### config.mk
export PLATFORM = sky130hd
export DESIGN_NAME = pmp_perm_eval
export DESIGN_NICKNAME = d
export VERILOG_FILES = /design/src/rtl/pmp_chk_pkg.sv /design/src/rtl/pmp_perm_eval.sv
export SDC_FILE = /design/constraint.sdc
export NUM_CORES = 1
export LEC_CHECK = 0
export ABC_AREA = 1
export ABC_CLOCK_PERIOD_IN_PS = 1000
export BUFFER_PORTS_ARGS = -buffer_cell sky130_fd_sc_hd__buf_2
export CORE_AREA = 2 2 39 41
export DETAILED_ROUTE_END_ITERATION = 10
export DIE_AREA = 0 0 41 43
export SLEW_MARGIN = 40
export SYNTH_ARGS = -nofsm -noshare
export SYNTH_HDL_FRONTEND = slang
export SYNTH_SLANG_ARGS = --single-unit
export TNS_END_PERCENT = 1
### constraint.sdc
create_clock -name vclk -period 1
set_input_delay 0.05 -clock vclk [all_inputs]
set_output_delay 0.05 -clock vclk [all_outputs]
set_load 0.02 [all_outputs]
### src/rtl/pmp_chk_pkg.sv
package pmp_chk_pkg;

  typedef logic [2:0] perm_t;

  localparam perm_t PERM_NONE = 3'b000;
  localparam perm_t PERM_R    = 3'b001;
  localparam perm_t PERM_RW   = 3'b011;
  localparam perm_t PERM_X    = 3'b100;
  localparam perm_t PERM_RX   = 3'b101;
  localparam perm_t PERM_RWX  = 3'b111;

  localparam int CFG_LOCK_BIT = 7;
  localparam int CFG_MODE_LO  = 3;
  localparam int CFG_MODE_HI  = 4;

  // lockdown table, machine mode; index is {lock, r, w, x}
  function automatic perm_t lockdown_mach(input logic [3:0] idx);
    case (idx)
      4'd2, 4'd3, 4'd14: lockdown_mach = PERM_RW;
      4'd9, 4'd10:       lockdown_mach = PERM_X;
      4'd11, 4'd13:      lockdown_mach = PERM_RX;
      4'd12, 4'd15:      lockdown_mach = PERM_R;
      default:           lockdown_mach = PERM_NONE;
    endcase
  endfunction

  // lockdown table, lower modes
  function automatic perm_t lockdown_lower(input logic [3:0] idx);
    case (idx)
      4'd1, 4'd10, 4'd11: lockdown_lower = PERM_X;
      4'd2, 4'd4, 4'd15:  lockdown_lower = PERM_R;
      4'd3, 4'd6:         lockdown_lower = PERM_RW;
      4'd5:               lockdown_lower = PERM_RX;
      4'd7:               lockdown_lower = PERM_RWX;
      default:            lockdown_lower = PERM_NONE;
    endcase
  endfunction

endpackage

### src/rtl/pmp_perm_eval.sv
module pmp_perm_eval
  import pmp_chk_pkg::*;
(
  input  logic       hit,
  input  logic       partial,
  input  logic [7:0] cfg,
  input  logic       mmode,
  input  logic       mml,
  input  logic       mmwp,
  input  perm_t      req,
  output perm_t      allow,
  output logic       grant
);
  logic [3:0] tbl_idx;
  logic       lock;
  logic       unused_cfg;

  assign lock       = cfg[CFG_LOCK_BIT];
  assign tbl_idx    = {lock, cfg[0], cfg[1], cfg[2]};
  assign unused_cfg = ^{cfg[6:3]};

  always_comb begin
    if (hit && partial) begin
      allow = PERM_NONE;
    end else if (hit) begin
      if (!mml)
        allow = (mmode && !lock) ? PERM_RWX : perm_t'(cfg[2:0]);
      else if (mmode)
        allow = lockdown_mach(tbl_idx);
      else
        allow = lockdown_lower(tbl_idx);
    end else if (mmwp) begin
      allow = PERM_NONE;
    end else if (mml) begin
      allow = (mmode && !req[2]) ? PERM_RW : PERM_NONE;
    end else begin
      allow = mmode ? PERM_RWX : PERM_NONE;
    end
    grant = ((req & ~allow) == 3'b000) && !(hit && partial);
  end
endmodule

==> impl_metrics.py <==
metrics = {
    "layout": {
        "final_area_um2": 591,
        "antennaDiodeCount": 0,
        "nClkBuffers": 0,
        "fill_cells": 138,
        "drive_gt1_frac": 0.602,
        "multi_input_area_um2": 297,
        "seq_cell_count": 0,
        "final_cells": 99,
        "syn_to_final_growth_pct": 103,
        "fin_nets": 101,
        "seqCellArea_um2": 0,
    },
    "sta": {
        "hold_slack_ns": 0.446,
        "worst_pin_slew_ns": 0.178,
        "timing.final.ws_setup_ns": -0.0652,
        "finalHoldViolations": 0,
        "period_minus_slack_ns": 1.07,
        "rsz0062_at_grt": "true",
        "slew_headroom": 0.881,
        "fin_crit_sh": 1.07,
        "setup_violations": 1,
        "max_clock_freq_ghz": 0.939,
        "drv_slew": 0,
    },
    "power": {
        "clkPwrFrac": 0,
        "p_switching_mw": 0.141,
        "power.internal_mw": 0.139,
        "p_leak_nw": 0.322,
        "pwr-share-comb": 1.000,
        "p_per_area_mw_per_mm2": 474,
        "seqPwrFrac": 0,
        "vdd.ir_drop.worst_mv": 0.162,
        "sw_frac_of_total": 0.505,
    },
    "grt": {
        "antenna_found_initial": 0,
        "grt_overflow": 0,
        "first_global_vias": 366,
        "grt_max_degree": 7,
        "grt_pass1_wl_um": 1350,
        "grt.total_usage": 0.0989,
    },
    "die": {
        "core-area_mm2": 0.00138,
        "die_area_mm2": 0.00176,
        "io_pins": 20,
        "die_y_um": 43,
        "die_w_um": 41,
        "initial_core_util": 0.210,
        "rows": 14,
    },
    "critical_path": {
        "path_buf_inv": 3,
        "cp.required_ns": 0.95,
        "path_common_cell": "nand2_1",
        "cp_slowest_cell": "buf_4",
        "crit_fanout": 2,
        "crit_type": "primary input to primary output",
        "cp_top_family": "simple AND/OR/NAND/NOR gates",
        "crit_chain": "buf_8 -> buf_6 -> nor2_2 -> nand2_1 -> nand3_1 -> nand2_1 -> nand2_1 -> nand2_1 -> a21boi_2 -> nor2_1 -> buf_4",
        "endpoint_kind": "primary output",
        "cp_data_arrival_time_ns": 1.02,
        "path_depth": 11,
        "crit_start": "cfg[0]",
        "cpPeakStageDelay_ns": 0.15,
        "critPathLaunchType": "primary input",
    },
    "detailed_routing": {
        "vias": 450,
        "drt_wl_total_um": 875,
        "dr.pass1.iters": 4,
        "ant_nets": 0,
        "drtIter0Drc": 6,
        "wl_per_cell_um": 8.84,
        "route.detailed.drc": 0,
        "vias_per_cell": 4.55,
    },
    "status": {
        "violations": "negative setup slack",
        "status": "complete, but fails checks",
    },
    "synthesis": {
        "synth_cell_types": 15,
        "synth_nets": 76,
        "syn_avg_cell_area_um2": 4.84,
        "syn-instance-count": 60,
        "yosysWarnings": 0,
        "synth_seq_area_share": 0,
        "netlist_area_um2": 290,
    },
    "place": {
        "place_inst": 96,
        "dpl-instance-area_um2": 420,
        "dp_hpwl_um": 672,
        "io_buffers": 16,
        "gp_congestion": 0.869,
    },
    "run": {
        "maxCapViolCount": 0,
    },
    "hold_path": {
        "hold_depth": 5,
        "worstHoldStart": "req[1]",
        "min_path_type": "primary input to primary output",
    },
    "cts": {
        "hold_buffers": 0,
    },
}
[power by group through the flow]
stage	clock network, mW	logic, mW	registers (mW)
after floorplan	0	0.116	0
after global placement	0	0.193	0
after detailed placement	0	0.195	0
after CTS	0	0.236	0
after global routing	0	0.302	0
final	0	0.280	0
[tightest hold or removal path, cell delays in order]
cell,delay [ns]
buf_2,0.07
nand2_1,0.04
nand2_1,0.05
nor2_1,0.04
buf_4,0.15
[cell usage after synthesis, drive strengths merged]
master,number,area [um^2]
nand2,31,119
inv,8,30.0
nand3,8,45.0
nor2,6,32.5
a21oi,3,18.8
a21boi,2,18.8
bufinv,1,17.5
o21ai,1,8.76
[placed cells by master, fill, tap and decap left out]
cell and n:
buf_2 8, a21boi_2 2, inv_6 2, nor2_4 1, bufinv_8 1, inv_4 1
inv_1 1, nand3_2 4, a21oi_1 2, inv_2 2, nand2_2 4, buf_12 1
nand2_1 24, nand3_1 4, a21oi_2 1, nor2_2 3, buf_4 8, nor2_1 2
buf_8 3, o21ai_2 1, buf_6 3, inv_8 2, nand2_4 3
[cell type report]
type	instances	share of cell area
inverter	9	0.127
multi-input combinational	51	0.502
tap	16	0.0339
timing repair buffer	23	0.337
[routing by layer]
layer,global-route usage,up-vias,share of wire
met4,0,0,0
li1,-,236,-
met3,0.00524,0,0.045
met5,0,-,0
met2,0.181,13,0.57
met1,0.127,201,0.38
[per-stage QoR]
stage                util  setup TNS, ns  setup slack (ns)  power [mW]
finish              0.427        -0.0652           -0.0652       0.280
global route        0.427         -0.173            -0.126       0.302
CTS                 0.362        -0.0446           -0.0446       0.236
detailed placement  0.304         -0.114           -0.0747       0.195
global placement    0.304         -0.139           -0.0813       0.193
floorplan               -              0            0.0730       0.116
[repair_timing]
action	in CTS	in global routing
setup buffers	2	1
setup endpoints to repair	2	3
resized for setup	21	28
pin swaps	16	14
[path summary, 6_finish.rpt]
check,to,slack (ns)
setup / recovery,grant,-0.07
hold / removal,grant,0.45
[cell families after synthesis]
kind of cell	Yosys count	share of synthesized area
compound gates	6	0.160
buf+inv	9	0.164
simple gates	45	0.677
Power figures use the tool's default switching activity.
